===== src/rtl/pba_pkg.sv =====
package pba_pkg;
    typedef enum logic {
        OWN_CPU = 1'b0,
        OWN_SIE = 1'b1
    } owner_e;
endpackage


===== src/rtl/pba_owner_fsm.sv =====
module pba_owner_fsm
    import pba_pkg::*;
(
    input  logic clk,
    input  logic rst_n,
    input  logic give_i,
    input  logic done_i,
    output logic sie_own_o,
    output logic flip_o
);
    owner_e state_q, state_d;

    always_ff @(posedge clk or negedge rst_n) begin
        if (!rst_n) state_q <= OWN_CPU;
        else        state_q <= state_d;
    end

    always_comb begin
        state_d = state_q;
        unique case (state_q)
            OWN_CPU: if (give_i) state_d = OWN_SIE;
            OWN_SIE: if (done_i) state_d = OWN_CPU;
        endcase
    end

    always_comb begin
        sie_own_o = (state_q == OWN_SIE);
        flip_o    = (state_q != state_d);
    end
endmodule


===== src/rtl/pba_region_regs.sv =====
module pba_region_regs #(
    parameter int NUM_PIPES = 8,
    parameter int PIPE_W    = 3,
    parameter int BLK_W     = 5,
    parameter int SIZE_W    = 3
) (
    input  logic                                 clk,
    input  logic                                 rst_n,
    input  logic                                 cfg_we,
    input  logic [PIPE_W-1:0]                    cfg_pipe,
    input  logic [BLK_W-1:0]                     cfg_start,
    input  logic [SIZE_W-1:0]                    cfg_size,
    input  logic [NUM_PIPES-1:0]                 sie_own,
    output logic [NUM_PIPES-1:0][BLK_W-1:0]      start_o,
    output logic [NUM_PIPES-1:0][SIZE_W-1:0]     size_o
);
    for (genvar p = 0; p < NUM_PIPES; p++) begin : g_pipe
        always_ff @(posedge clk or negedge rst_n) begin
            if (!rst_n) begin
                start_o[p] <= '0;
                size_o[p]  <= '0;
            end else if (cfg_we && cfg_pipe == PIPE_W'(p) && !sie_own[p]) begin
                start_o[p] <= cfg_start;
                size_o[p]  <= cfg_size;
            end
        end
    end
endmodule


===== src/rtl/pba_port.sv =====
module pba_port #(
    parameter int PIPE_W = 3,
    parameter int BLK_W  = 5,
    parameter int SIZE_W = 3,
    parameter int OFS_LO = 6,
    localparam int OFF_W  = SIZE_W + OFS_LO,
    localparam int ADDR_W = BLK_W + OFS_LO
) (
    input  logic              clk,
    input  logic              rst_n,
    input  logic              sel_we,
    input  logic [PIPE_W-1:0] sel_val,
    input  logic              acc,
    input  logic              commit,
    input  logic              ready,
    input  logic [BLK_W-1:0]  start,
    input  logic [SIZE_W-1:0] size,
    input  logic              flip,
    output logic [PIPE_W-1:0] cur_sel_o,
    output logic [OFF_W-1:0]  off_o,
    output logic [ADDR_W-1:0] addr_o,
    output logic              last_o,
    output logic              handoff_o,
    output logic              err_o
);
    logic acc_ok, cmt_ok, refused;

    always_comb begin
        acc_ok    = acc && ready && !sel_we;
        cmt_ok    = commit && ready && !sel_we;
        refused   = (acc || commit) && !ready && !sel_we;
        last_o    = (off_o == {size, {OFS_LO{1'b1}}});
        handoff_o = cmt_ok || (acc_ok && last_o);
        addr_o    = {start, {OFS_LO{1'b0}}} + ADDR_W'(off_o);
    end

    always_ff @(posedge clk or negedge rst_n) begin
        if (!rst_n) begin
            cur_sel_o <= '0;
            off_o     <= '0;
            err_o     <= 1'b0;
        end else begin
            if (refused) err_o <= 1'b1;
            if (sel_we) begin
                cur_sel_o <= sel_val;
                off_o     <= '0;
            end else if (flip) begin
                off_o <= '0;
            end else if (acc_ok && !commit) begin
                off_o <= off_o + 1'b1;
            end
        end
    end
endmodule


===== src/rtl/pipe_buf_arbiter.sv =====
module pipe_buf_arbiter #(
    parameter int NUM_PIPES = 8,
    parameter int NUM_PORTS = 3,
    parameter int BLK_W     = 5,
    parameter int SIZE_W    = 3,
    parameter int BLK_BYTES = 64,
    localparam int PIPE_W   = $clog2(NUM_PIPES),
    localparam int OFS_LO   = $clog2(BLK_BYTES),
    localparam int OFF_W    = SIZE_W + OFS_LO,
    localparam int ADDR_W   = BLK_W + OFS_LO
) (
    input  logic                          clk,
    input  logic                          rst_n,
    input  logic                          cfg_we,
    input  logic [PIPE_W-1:0]             cfg_pipe,
    input  logic [BLK_W-1:0]              cfg_start,
    input  logic [SIZE_W-1:0]             cfg_size,
    input  logic [NUM_PORTS-1:0]          sel_we,
    input  logic [NUM_PORTS*PIPE_W-1:0]   sel_val,
    input  logic [NUM_PORTS-1:0]          acc,
    input  logic [NUM_PORTS-1:0]          commit,
    input  logic [NUM_PIPES-1:0]          sie_done,
    output logic [NUM_PORTS-1:0]          ready,
    output logic [NUM_PORTS*ADDR_W-1:0]   addr,
    output logic [NUM_PORTS-1:0]          err,
    output logic [NUM_PIPES-1:0]          sie_own
);
    logic [NUM_PIPES-1:0][BLK_W-1:0]  start_all;
    logic [NUM_PIPES-1:0][SIZE_W-1:0] size_all;
    logic [NUM_PIPES-1:0]             give, flip;
    logic [NUM_PORTS-1:0][PIPE_W-1:0] cur_sel;
    logic [NUM_PORTS-1:0][OFF_W-1:0]  off;
    logic [NUM_PORTS-1:0]             last, handoff;

    pba_region_regs #(
        .NUM_PIPES(NUM_PIPES), .PIPE_W(PIPE_W), .BLK_W(BLK_W), .SIZE_W(SIZE_W)
    ) u_regions (
        .clk(clk), .rst_n(rst_n), .cfg_we(cfg_we), .cfg_pipe(cfg_pipe),
        .cfg_start(cfg_start), .cfg_size(cfg_size), .sie_own(sie_own),
        .start_o(start_all), .size_o(size_all)
    );

    always_comb begin
        give = '0;
        for (int i = 0; i < NUM_PORTS; i++)
            if (handoff[i]) give[cur_sel[i]] = 1'b1;
    end

    for (genvar p = 0; p < NUM_PIPES; p++) begin : g_owner
        pba_owner_fsm u_fsm (
            .clk(clk), .rst_n(rst_n), .give_i(give[p]), .done_i(sie_done[p]),
            .sie_own_o(sie_own[p]), .flip_o(flip[p])
        );
    end

    for (genvar i = 0; i < NUM_PORTS; i++) begin : g_port
        logic shadowed;
        always_comb begin
            shadowed = 1'b0;
            for (int j = 0; j < i; j++)
                if (cur_sel[j] == cur_sel[i]) shadowed = 1'b1;
            ready[i] = !sie_own[cur_sel[i]] && !shadowed;
        end

        pba_port #(
            .PIPE_W(PIPE_W), .BLK_W(BLK_W), .SIZE_W(SIZE_W), .OFS_LO(OFS_LO)
        ) u_port (
            .clk(clk), .rst_n(rst_n), .sel_we(sel_we[i]),
            .sel_val(sel_val[i*PIPE_W +: PIPE_W]), .acc(acc[i]), .commit(commit[i]),
            .ready(ready[i]), .start(start_all[cur_sel[i]]), .size(size_all[cur_sel[i]]),
            .flip(flip[cur_sel[i]]), .cur_sel_o(cur_sel[i]), .off_o(off[i]),
            .addr_o(addr[i*ADDR_W +: ADDR_W]), .last_o(last[i]),
            .handoff_o(handoff[i]), .err_o(err[i])
        );
    end
endmodule


===== config.mk =====
export PLATFORM = sky130hd
export DESIGN_NAME = pipe_buf_arbiter
export DESIGN_NICKNAME = d
export VERILOG_FILES = /design/src/rtl/pba_pkg.sv /design/src/rtl/pba_owner_fsm.sv /design/src/rtl/pba_region_regs.sv /design/src/rtl/pba_port.sv /design/src/rtl/pipe_buf_arbiter.sv
export SDC_FILE = /design/constraint.sdc
export NUM_CORES = 1
export LEC_CHECK = 0
export CAP_MARGIN = 10
export CORE_MARGIN = 2
export CORE_UTILIZATION = 40
export DETAILED_ROUTE_END_ITERATION = 6
export DONT_BUFFER_PORTS = 1
export GPL_TIMING_DRIVEN = 0
export PLACE_DENSITY = 0.63
export SLEW_MARGIN = 20
export SYNTH_ARGS = -nofsm -noshare
export SYNTH_HDL_FRONTEND = slang
export SYNTH_SLANG_ARGS = --single-unit

===== constraint.sdc =====
create_clock -name clk -period 7 [get_ports clk]
set_input_delay 1.75 -clock clk [delete_from_list [all_inputs] [get_ports clk]]
set_output_delay 1.75 -clock clk [all_outputs]
set_load 0.03 [all_outputs]

== After elaboration in Yosys (flattened, before gate mapping) ==
Index checks and enable logic that the tools add are counted.

* Logic and storage cells: 221
* Output and inout port bits: 47
* Flip-flop bits (word level): 111
* Input bits: 40

* Bitwise logic cells: 10
* $add $sub $neg: 6
* Equal/unequal tests: 21
* Multiplexer cells: 69
* Reductions and logical operators: 76
* Order comparisons: 6

{| class="wikitable"
|+ Operators with widths
! kind !! number
|-
| $mux W9 || 9
|-
| $bmux W5 S3 || 3
|-
| $logic_and A1 B1 Y1 || 45
|-
| $add A11 B9 Y11 || 3
|-
| $mux W1 || 28
|-
| $add A9 B1 Y9 const B || 3
|-
| $bmux W3 S3 || 3
|-
| $eq A9 B9 Y1 || 3
|-
| $mux W8 || 3
|-
| $logic_not A1 Y1 || 21
|-
| $bmux W1 S3 || 6
|-
| $or A8 B8 Y8 || 2
|-
| $pmux W1 S2 || 8
|-
| $mux W5 || 3
|-
| $eq A3 B3 Y1 const B || 4
|-
| $lt A3 B4 Y1 const B || 3
|-
| $demux W1 S3 || 3
|-
| $eq A3 B3 Y1 || 3
|-
| $ge A3 B1 Y1 const B || 3
|-
| $mux W3 || 3
|-
| $reduce_bool A3 Y1 || 3
|-
| $ne A1 B1 Y1 || 8
|-
| $not A1 Y1 || 8
|-
| $eq A3 B2 Y1 const B || 2
|-
| other kinds (3) || 8
|}

== Depth between registers and ports, before layout ==
Gate-level depths: netlist of the first run.

* Word-level depth: 19
* Mapped depth: 15

== Cells and area by module ==
Synthesis of the first run repeated with hierarchy kept, for this count alone.

* Cell total of the unflattened synthesis: 617
* Area, all modules: 7825.0 µm²

{| class="wikitable"
|+ By module, submodules not included
! module !! seq. area each (µm²) !! times used !! area each (µm²) !! cells an instance
|-
| pba_port || 325.3 || 3 || 864.6 || 90
|-
| pba_region_regs || 1601.5 || 1 || 2501.1 || 142
|-
| pipe_buf_arbiter || 0.0 || 1 || 2339.7 || 173
|-
| pba_owner_fsm || 25.0 || 8 || 48.8 || 4
|}

== Worst setup path before layout of the first run ==
OpenSTA, ideal clock, no wires.

* Kind: register to output
* Start: register g_port[2].u_port.cur_sel_o[1]
* End: output addr[31]
* Buffers on the path: 3
* Cell stages (with the launch flop): 14
* Slack: 2.094 ns
* Data arrival time: 3.156 ns
* Cells stage by stage: dfrtp_1 > buf_2 > buf_2 > buf_1 > mux2i_1 > nor2_1 > a21oi_1 > nor2_1 > a211oi_1 > inv_1 > ha_1 > a21o_1 > a21oi_1 > xor2_1

* Word-level cells in the longest chain between the ends: 3

{| class="wikitable"
|+ RTL lines
! item !! RTL line !! source
|-
| start, declared || pba_port.sv:19 || <nowiki>output logic [PIPE_W-1:0] cur_sel_o,</nowiki>
|-
| start signal, assigned || pba_port.sv:45 || <nowiki>cur_sel_o <= sel_val;</nowiki>
|-
| $bmux W5 S3 || pipe_buf_arbiter.sv:70 || <nowiki>.ready(ready[i]), .start(start_all[cur_sel[i]]), .size(size_all[cur_sel[i]]),</nowiki>
|-
| $mux W5 (implied by the code) || pipe_buf_arbiter.sv:70 ||
|-
| $add A11 B9 Y11 || pba_port.sv:34 || <nowiki>addr_o = {start, {OFS_LO{1'b0}}} + ADDR_W'(off_o);</nowiki>
|-
| end, declared || pipe_buf_arbiter.sv:24 || <nowiki>output logic [NUM_PORTS*ADDR_W-1:0] addr,</nowiki>
|}

No other way between the ends. The select of a mux whose other input is x is not followed.

== Final worst setup path of the first run ==
Same ends and word-level chain as after synthesis.

==> results of run 1 <==
==> per-stage QoR <==
| stage | area, um2 | utilization, % | instances |
|---|---|---|---|
| finish | 8760 | 44.7 | 1113 |
| global route | 8760 | 44.7 | 1113 |
| CTS | 8760 | 44.7 | 1113 |
| detailed placement | 8470 | 43.2 | 1097 |
| global placement | 8370 | 42.7 | 1089 |
| floorplan | 8040 | - | 824 |
==> cell type report <==
type | instances | area, um2 | share of cell area, %
inverters | 29 | 109 | 1.24
flip-flops and latches | 111 | 2780 | 31.7
clock buffers | 10 | 229 | 2.61
well taps | 265 | 332 | 3.78
plain buffers | 79 | 494 | 5.64
clock inverters | 6 | 68.8 | 0.785
repair buffers | 8 | 55.1 | 0.628
multi-input cells | 605 | 4700 | 53.6
==> state kept, by name (all words and copies together), names as in the netlist <==
register and cells:
u_regions.start_o 40, g_port.u_port.off_o 27, u_regions.size_o 24, g_port.u_port.err_o 3, g_owner.u_fsm.sie_own_o 8, g_port.u_port.cur_sel_o 9
==> layout by cell type, fill, tap and decap left out, types with 20 or more instances in the layout <==
cell and count:
mux2i_1 52, inv_1 29, dfrtp_1 111, xnor2_1 28, nor4_1 27, o22ai_1 25, a22oi_1 20, xor2_1 21
buf_4 45, nand2_1 62, mux2_2 78, nor2_1 48
==> where the power goes <==
group	switching, mW	internal [mW]
clock network	0.257	0.280
logic	0.592	0.426
registers	0.236	0.802
==> worst max-delay path: stages, from the launching register on <==
cell and delay, ns:
dfrtp_1 0.54, buf_2 0.32, buf_2 0.29, buf_1 0.54
mux2i_1 0.27, nor2_1 0.05, a21oi_1 0.14, nor2_1 0.05
a211oi_1 0.54, inv_1 0.10, ha_1 0.31, a21o_1 0.17
a21oi_1 0.17, xor2_1 0.54
==> routing by layer <==
metal / global-route usage (%) / vias to the layer above / part of all wire, %
met1: 33.4 / 3367 / 44
met5: 0 / - / 0
li1: - / 3044 / -
met4: 8.63 / 0 / 3.4
met2: 37.2 / 307 / 45
met3: 4.86 / 57 / 7.9
==> path summary, 6_finish.rpt <==
| check | startpoint | to | slack (ns) | cells past startpoint |
|---|---|---|---|---|
| setup / recovery | g_port[2].u_port.cur_sel_o[1] | addr[31] | 0.83 | 13 |
| hold / removal | g_port[0].u_port.err_o | g_port[0].u_port.err_o | 0.47 | 2 |
| setup reg to reg | g_port[2].u_port.cur_sel_o[0] | g_port[0].u_port.off_o[3] | 3.30 | 10 |
| hold reg to reg | g_port[0].u_port.err_o | g_port[0].u_port.err_o | 0.47 | 2 |
| max in group asynchronous | rst_n | g_owner[7].u_fsm.sie_own_o | 5.72 | 0 |
| min in group asynchronous | rst_n | u_regions.start_o[1] | 1.09 | 0 |
==> cell families after synthesis <==
| kind of cell | after synthesis | synth area share, % |
|---|---|---|
| AOI/OAI and AO/OA | 154 | 15.1 |
| xor gates and xnor gates | 49 | 5.34 |
| adders and majority gates | 15 | 2.62 |
| buffers and inverters | 108 | 7.50 |
| DFF | 111 | 34.6 |
| muxes | 133 | 18.2 |
| and+or+nand+nor | 254 | 16.6 |
==> summary.md, run 1 <==
| Metric | Value |
|---|---|
| Syn Area/Cell | `9.75 um2` |
| Slew Limit Fails | `0` |
| Async SR Flop Fraction | `100%` |
| Syn nets | `879` |
| Final HPWL DP | `19500 um` |
| Die Y | `146 um` |
| Biggest area consumer among synthesized cells | `dfrtp_1` |
| Worst Tran Pin Value | `0.751 ns` |
| Cts bufs inserted | `9` |
| Number of routed nets with antenna violations | `0` |
| Worst slack, placed | `1.24 ns` |
| RSZ-0062 raised after global routing | `false` |
| Setup TNS | `0 ns` |
| Via/cell ratio | `6.09` |
| Final min period | `6.17 ns` |
| CP Max Fanout | `10` |
| Top-area cell type share of the netlist area | `34.6%` |
| I/O Buffers | `0` |
| Total chip power | `2.59 mW` |
| CTS H-Tree Depth | `3` |
| Setup violators final | `0` |
| Tcrit/Tclk final | `88.1%` |
| Status | `complete, no violations` |
| Worst Setup End Kind | `output port` |
| Register bit total from synthesis | `111` |
| Post-synth EDFFs | `0` |
| Clk_lat worst skew | `0.37 ns` |
| CTS tree | `built` |
| Gr ovfl total | `0` |
| First-pass DRT Iterations | `5` |
| I/O Pins | `87` |
| CTS Sinks | `111` |
| Synth cell count leaders | `dfrtp_1 (111), mux2_2 (78), nand2_1 (62), mux2i_1 (52), nor2_1 (48)` |
| Max VDD drop | `0.143 mV` |
| Max transition margin | `49.7%` |
| Root buf cell | `clkbuf_16` |
| Pleak | `3.62 nW` |
| Initial antenna violation count | `0` |
| Mapped Cells | `824` |
| Maximum number of pins on one net before global-route repair | `112` |
| Fill cell count | `1926` |
| Clk slew on worst S/H paths | `0.08 ns` |
| Routability congestion estimate | `1.01` |
| Fmax | `162 MHz` |
| Die area | `0.0212 mm2` |
| Area growth, synth to finish | `9.04%` |
| Synthesis Warnings | `0` |
| Initial DRC Count | `555` |
| Routed via count | `6775` |
| Site Rows | `51` |
| Arrival @ worst endpoint | `4.42 ns` |
| Routed len/inst | `23.2 um` |
| CP Launch Type | `flop` |
| N_diodes | `0` |
| Clock skew | `0.00563 ns` |
| PD cells | `296 mW/mm2` |
| Post-CTS Setup Bufs | `0` |
| Most used DFF post-synth | `dfrtp_1` |
| Tot GR Track Use | `24.0%` |
| Core area | `0.0196 mm2` |
| Leading post-synthesis cells by cell area | `dfrtp_1 (35%), mux2_2 (11%), mux2i_1 (6.5%), buf_4 (3.6%), xnor2_1 (3.1%)` |
| Final hold slack | `0.473 ns` |
| Final WL | `25800 um` |
| Final-report hold violation count | `0` |
| Req. time, crit path | `5.25 ns` |
| Clock Tree Buf Depth | `2` |
| Yosys cell types | `81` |
| Layout cells sized above 1 | `22.9%` |
| Final WS setup | `0.830 ns` |
| Die Width | `146 um` |
| Hold Crit Class | `reg -> reg` |
| Sequential area share after synthesis | `34.6%` |
| Post-cts repair resize count | `0` |
| Max-cap violations | `0` |
| Count leader, synth | `dfrtp_1` |
| Number of global-route vias before repair | `6321` |
| Initial core utilization | `41.0%` |
| Cts hold-fix bufs | `0` |
| Residual DRC | `0` |
| Crit Path Class | `reg -> out` |
| Syn Std Cell Area | `0.00804 mm2` |
| Nets@finish | `898` |
| First-pass GRT wire length | `39400 um` |
Power figures use the tool's default switching activity.
==> run 2: changes to the inputs <==
--- a/config.mk
+++ b/config.mk
@@ -5,6 +5,7 @@
 export SDC_FILE = /design/constraint.sdc
 export NUM_CORES = 1
 export LEC_CHECK = 0
+export ABC_AREA = 1
 export CAP_MARGIN = 10
 export CORE_MARGIN = 2
 export CORE_UTILIZATION = 40
==> run 2 against run 1 <==
Combinational power decreased by 11%. Hold slack improved by 0.0089 ns. Sequential power decreased by 4%. Critical endpoint is now addr[32]. Highest routed layer unchanged. Total power decreased by 5.9%. Critical path depth increased by 1.
==> summary.md, run 2 <==
| Metric | Value |
|---|---|
| Site Rows | `51` |
| PD cells | `283 mW/mm2` |
| Number of routed nets with antenna violations | `0` |
| CTS tree | `built` |
| CTS Sinks | `111` |
| Synth cell count leaders | `nand2_1 (351), inv_1 (140), dfrtp_1 (111), o21ai_0 (100), nand3_1 (68)` |
| Die Width | `145 um` |
| Max reg flops | `40` |
| First-pass GRT wire length | `43000 um` |
| I/O Buffers | `0` |
| Slew Limit Fails | `0` |
| Status | `complete, no violations` |
| Clock Power Share | `22.3%` |
| Layout cells sized above 1 | `8.87%` |
| Root buf cell | `clkbuf_16` |
| Routed len/inst | `19.4 um` |
| Internal | `1.33 mW` |
| Core area | `0.0195 mm2` |
| Max transition margin | `28.9%` |
| Reg2reg end | `g_port[2].u_port.off_o[4]` |
| Req. time, crit path | `5.25 ns` |
| Final WL | `27900 um` |
| Initial antenna violation count | `0` |
| Synthesis Warnings | `0` |
| Sequential share of power | `40.7%` |
| HP Start | `g_port[0].u_port.err_o` |
| Fmax | `163 MHz` |
| Register bit total from synthesis | `111` |
| Clk slew on worst S/H paths | `0.08 ns` |
| Tot GR Track Use | `26.2%` |
| Max-cap violations | `0` |
| Number of global-route vias before repair | `7489` |
| Async SR Flop Fraction | `100%` |
| Final min period | `6.12 ns` |
| Final HPWL DP | `21000 um` |
| Die Y | `145 um` |
| Post-cts repair resize count | `0` |
| Final-report hold violation count | `0` |
| Sw frac | `45.3%` |
| Count leader, synth | `nand2_1` |
| Cts hold-fix bufs | `0` |
| Maximum number of pins on one net before global-route repair | `112` |
| Tcrit/Tclk final | `87.5%` |
| First-pass DRT Iterations | `6` |
| Syn Std Cell Area | `0.00800 mm2` |
| Syn Area/Cell | `6.92 um2` |
| Die area | `0.0211 mm2` |
| CTS H-Tree Depth | `3` |
| R2R setup slack | `3.87 ns` |
| Gr ovfl total | `0` |
| Placed cell count | `1421` |
| Fill cell count | `2121` |
| Final Non-Filler Cells | `1437` |
| Reg-to-reg startpoint | `g_port[2].u_port.cur_sel_o[1]` |
| Final Util | `44.2%` |
| Clock Tree Buf Depth | `2` |
| Clk_lat worst skew | `0.37 ns` |
| Routed via count | `7991` |
| Nets@finish | `1222` |
| Final hold slack | `0.482 ns` |
| Post-synth EDFFs | `0` |
| Setup violators final | `0` |
| Largest regs | `u_regions.start_o (40), g_port.u_port.off_o (27), u_regions.size_o (24)` |
| CP Launch Type | `flop` |
| Sequential area share after synthesis | `34.7%` |
| R2R depth | `15` |
| Sink of the worst hold path | `g_port[0].u_port.err_o` |
| Clock skew | `0.00962 ns` |
| Via/cell ratio | `5.56` |
| Max VDD drop | `0.183 mV` |
| Leading post-synthesis cells by cell area | `dfrtp_1 (35%), nand2_1 (16%), inv_1 (6.6%), o21ai_0 (6.3%), buf_4 (4.3%)` |
| RSZ-0062 raised after global routing | `false` |
| Initial DRC Count | `880` |
| Commonest non-fill, non-tap cell in the layout | `nand2_1` |
| Mapped Cells | `1156` |
| Cells on Worst Hold Path | `1` |
| Residual DRC | `0` |
| Yosys cell types | `47` |
| Total chip power | `2.44 mW` |
| Worst Tran Pin Value | `1.06 ns` |
| Pleak | `4.29 nW` |
| Most frequent cells in the layout | `nand2_1 (351), inv_1 (140), dfrtp_1 (111), o21ai_0 (100), nand3_1 (68)` |
| Post-CTS Setup Bufs | `0` |
| Hold Crit Class | `reg -> reg` |
| Top reg by flops | `u_regions.start_o` |
| Psw | `1.11 mW` |
| Cts bufs inserted | `9` |
| Setup TNS | `0 ns` |
| I/O Pins | `87` |
| Biggest area consumer among synthesized cells | `dfrtp_1` |
| Top-area cell type share of the netlist area | `34.7%` |
| Most used DFF post-synth | `dfrtp_1` |
| Combinational power share | `37.0%` |
| Area growth, synth to finish | `7.99%` |
| Arrival @ worst endpoint | `4.37 ns` |
| Initial core utilization | `41.0%` |
| CP Max Fanout | `10` |
| Routability congestion estimate | `1.03` |
| Syn nets | `1211` |
| Crit Path Class | `reg -> out` |
| N_diodes | `0` |
| Worst Setup End Kind | `output port` |
run 2: cell types whose count changed after synthesis, moves of 19 or more:
| cell | previous run | this run |
|---|---|---|
| nor4_1 | 29 | 1 |
| nand3_1 | 17 | 68 |
| nand2_1 | 62 | 351 |
| mux2_2 | 78 | 0 |
| inv_1 | 29 | 140 |
| mux2i_1 | 52 | 0 |
| nand2b_1 | 19 | 0 |
| nand4_1 | 7 | 53 |
| o21ai_0 | 15 | 100 |
run 2: kinds of logic (layout without fill, tap and decap cells):
kind of cell	Yosys count	count (layout)	share of synthesized area [%]
simple gates	582	582	32.0
flops	111	111	34.7
buf+inv	224	240	13.1
xor+xnor	37	37	4.05
compound gates	187	187	13.5
fa+ha+maj	15	15	2.63
run 2: per-stage QoR:
stage | area (um2) | setup WS, ns
2_1_floorplan | 8000 | 2.37
3_3_place_gp | 8330 | 1.41
3_5_place_dp | 8330 | 1.36
4_1_cts | 8640 | 0.950
5_1_grt | 8640 | 0.761
6_report | 8640 | 0.878
run 2: layout make-up:
type                    count  area [um2]  area share (%)
clock buffers               9         225            2.61
multi-input cells         821        4180            48.3
clock inverters             7        82.6           0.956
plain buffers              72         474            5.49
flip-flops and latches    111        2780            32.2
well taps                 265         332            3.84
inverters                 152         571            6.60
run 2: layer usage:
layer,global-route usage (%),wire [um],vias up
met2,41.0,12500,392
met4,8.53,809,0
met1,36.1,12200,3731
met3,5.86,2390,66
met5,0,0,-
li1,-,-,3802
run 2: critical path, stage by stage (launching register included):
cell and delay [ns]:
dfrtp_1 0.33, buf_4 0.18, buf_2 0.26, clkbuf_1 0.45
buf_1 0.57, o21ai_0 0.19, o21ai_0 0.34, a21oi_1 0.10
o221ai_1 0.13, ha_1 0.22, inv_1 0.05, fa_1 0.39
nor2_1 0.12, o21ai_0 0.10, xor2_1 0.56
run 2: how the worst max path moves through the flow:
stage | startpoint | endpoint | slack, ns | cells after the start
6_report | g_port[2].u_port.cur_sel_o[0] | addr[32] | 0.88 | 14
3_5_place_dp | g_port[2].u_port.cur_sel_o[0] | addr[32] | 1.36 | 14
3_3_place_gp | g_port[2].u_port.cur_sel_o[0] | addr[32] | 1.41 | 14
4_1_cts | g_port[2].u_port.cur_sel_o[0] | addr[32] | 0.95 | 14
2_1_floorplan | g_port[2].u_port.cur_sel_o[0] | addr[32] | 2.37 | 15
5_1_grt | g_port[2].u_port.cur_sel_o[0] | addr[32] | 0.76 | 14
run 2: power groups by stage:
stage          combinational (mW)  clock [mW]  sequential (mW)
6_report                    0.903       0.544            0.995
5_1_grt                     0.997       0.583             1.01
4_1_cts                     0.891       0.556            0.981
3_5_place_dp                0.888           0            0.993
3_3_place_gp                0.876           0            0.990
2_1_floorplan               0.699           0            0.910
==> run 3: changes to the inputs <==
--- a/config.mk
+++ b/config.mk
@@ -12,7 +12,6 @@
 export DETAILED_ROUTE_END_ITERATION = 6
 export DONT_BUFFER_PORTS = 1
 export GPL_TIMING_DRIVEN = 0
-export PLACE_DENSITY = 0.63
 export SLEW_MARGIN = 20
 export SYNTH_ARGS = -nofsm -noshare
 export SYNTH_HDL_FRONTEND = slang
==> run 3 against run 2 <==
Clock power up 5.1%. Hold slack worse by 0.00076 ns. Sequential share of layout area down 0.056 points. Global-route usage up 0.83 points. Flip-flop and latch count unchanged. Critical path depth unchanged. Count of clock-buffer cells in the layout up 1. Via count down 0.84%. Non-clock buffer count unchanged. Largest power group unchanged. Highest routed layer unchanged.
==> summary.md, run 3 (synthesis gave the netlist of run 2 again) <==
| Metric | Value |
|---|---|
| CTS tree | `built` |
| Cts bufs inserted | `9` |
| Final min period | `6.26 ns` |
| Nets@finish | `1222` |
| Largest regs | `u_regions.start_o (40), g_port.u_port.off_o (27), u_regions.size_o (24)` |
| Max reg flops | `40` |
| Number of routed nets with antenna violations | `0` |
| Reg-to-reg startpoint | `g_port[2].u_port.cur_sel_o[1]` |
| Max-cap violations | `0` |
| CP Max Fanout | `10` |
| First-pass GRT wire length | `44100 um` |
| Area growth, synth to finish | `8.18%` |
| Slew Limit Fails | `0` |
| R2R depth | `15` |
| Worst Tran Pin Value | `1.01 ns` |
| Cts hold-fix bufs | `0` |
| Final Cell Area | `0.00865 mm2` |
| Cells on Worst Hold Path | `1` |
| Register area | `0.00278 mm2` |
| HP Start | `g_port[0].u_port.err_o` |
| Max VDD drop | `0.180 mV` |
| Post-cts repair resize count | `0` |
| Initial core utilization | `41.0%` |
| Top reg by flops | `u_regions.start_o` |
| Residual DRC | `0` |
| Clock skew | `0.0174 ns` |
| Final-report hold violation count | `0` |
| Reg2reg end | `g_port[2].u_port.off_o[8]` |
| Pleak | `4.30 nW` |
| Initial antenna violation count | `0` |
| Site Rows | `51` |
| Req. time, crit path | `5.25 ns` |
| Most frequent cells in the layout | `nand2_1 (351), inv_1 (140), dfrtp_1 (111), o21ai_0 (100), nand3_1 (68)` |
| Post-DP Area | `0.00833 mm2` |
| Commonest non-fill, non-tap cell in the layout | `nand2_1` |
| R2R setup slack | `3.89 ns` |
| I/O Buffers | `0` |
| Arrival @ worst endpoint | `4.51 ns` |
| CTS H-Tree Depth | `3` |
| Final HPWL DP | `21400 um` |
| Max transition margin | `32.3%` |
| Initial DRC Count | `835` |
| N_diodes | `0` |
| Routed len/inst | `19.8 um` |
| First-pass DRT Iterations | `5` |
| Clk_lat worst skew | `0.38 ns` |
| Clk slew on worst S/H paths | `0.08 ns` |
| Final WL | `28400 um` |
| I/O Pins | `87` |
| Setup violators final | `0` |
| Core area | `0.0195 mm2` |
| CP Launch Type | `flop` |
| Tot GR Track Use | `27.0%` |
| Post-CTS Setup Bufs | `0` |
| Layout cells sized above 1 | `8.87%` |
| CTS Sinks | `111` |
| Multi-input gate area | `0.00418 mm2` |
| Worst Setup End Kind | `output port` |
| Crit Path Class | `reg -> out` |
| Hold Crit Class | `reg -> reg` |
| Number of global-route vias before repair | `7448` |
| Die Width | `145 um` |
| Tcrit/Tclk final | `89.4%` |
| Root buf cell | `clkbuf_16` |
| Die area | `0.0211 mm2` |
| Routed via count | `7924` |
| Fill cell count | `2129` |
| Fmax | `160 MHz` |
| Gr ovfl total | `0` |
| Status | `complete, no violations` |
| Via/cell ratio | `5.51` |
| Final Util | `44.3%` |
| PD cells | `286 mW/mm2` |
| Clock Tree Buf Depth | `2` |
| RSZ-0062 raised after global routing | `false` |
| Maximum number of pins on one net before global-route repair | `112` |
| Setup TNS | `0 ns` |
| Die Y | `145 um` |
| Routability congestion estimate | `1.03` |
| Total chip power | `2.48 mW` |
| Sink of the worst hold path | `g_port[0].u_port.err_o` |
## run 3: changes by cell type in the layout (fill, tap and decap cells not counted), sizes merged
cell / change
clkinv: -2
bufinv: +1
clkbuf: +1
## run 3: layout make-up
class / instances / area share [%]
Tap cell: 265 / 3.83
Sequential cell: 111 / 32.1
Multi-Input combinational cell: 821 / 48.3
Clock buffer: 10 / 2.76
Buffer: 72 / 5.48
Clock inverter: 6 / 0.969
Inverter: 152 / 6.59
## run 3: worst max path at each step
stage	from	end	slack (ns)	cells after the start
2_1_floorplan	g_port[2].u_port.cur_sel_o[0]	addr[32]	2.37	15
3_3_place_gp	g_port[2].u_port.cur_sel_o[0]	addr[32]	1.39	14
3_5_place_dp	g_port[2].u_port.cur_sel_o[0]	addr[32]	1.32	14
4_1_cts	g_port[2].u_port.cur_sel_o[0]	addr[32]	0.91	14
5_1_grt	g_port[2].u_port.cur_sel_o[0]	addr[32]	0.69	14
6_report	g_port[2].u_port.cur_sel_o[0]	addr[32]	0.74	14
## run 3: where the power goes
group / switching [mW] / total [mW] / internal (mW)
Clock: 0.275 / 0.572 / 0.298
Combinational: 0.619 / 0.904 / 0.285
Sequential: 0.209 / 1.00 / 0.791
## run 3: stage by stage
step                std cells  hold WS, ns  setup slack (ns)
floorplan                1156        0.444              2.37
global placement         1421        0.468              1.39
detailed placement       1421        0.467              1.32
CTS                      1437        0.489             0.912
global route             1437        0.515             0.690
finish                   1437        0.481             0.744
## run 3: layer usage
layer	vias up	global-route usage, %	routed length (um)
li1	3797	-	-
met1	3711	39.0	12800
met2	364	41.1	12500
met3	52	4.04	2210
met4	0	9.90	913
met5	-	0	0
## run 3: worst max-delay path, cell delays in order (launching register included)
cell      delay, ns
dfrtp_1        0.34
buf_4          0.19
buf_2          0.27
clkbuf_1       0.47
buf_1          0.59
o21ai_0        0.19
o21ai_0        0.38
a21oi_1        0.09
o221ai_1       0.14
ha_1           0.23
inv_1          0.05
fa_1           0.40
nor2_1         0.12
o21ai_0        0.10
xor2_1         0.57
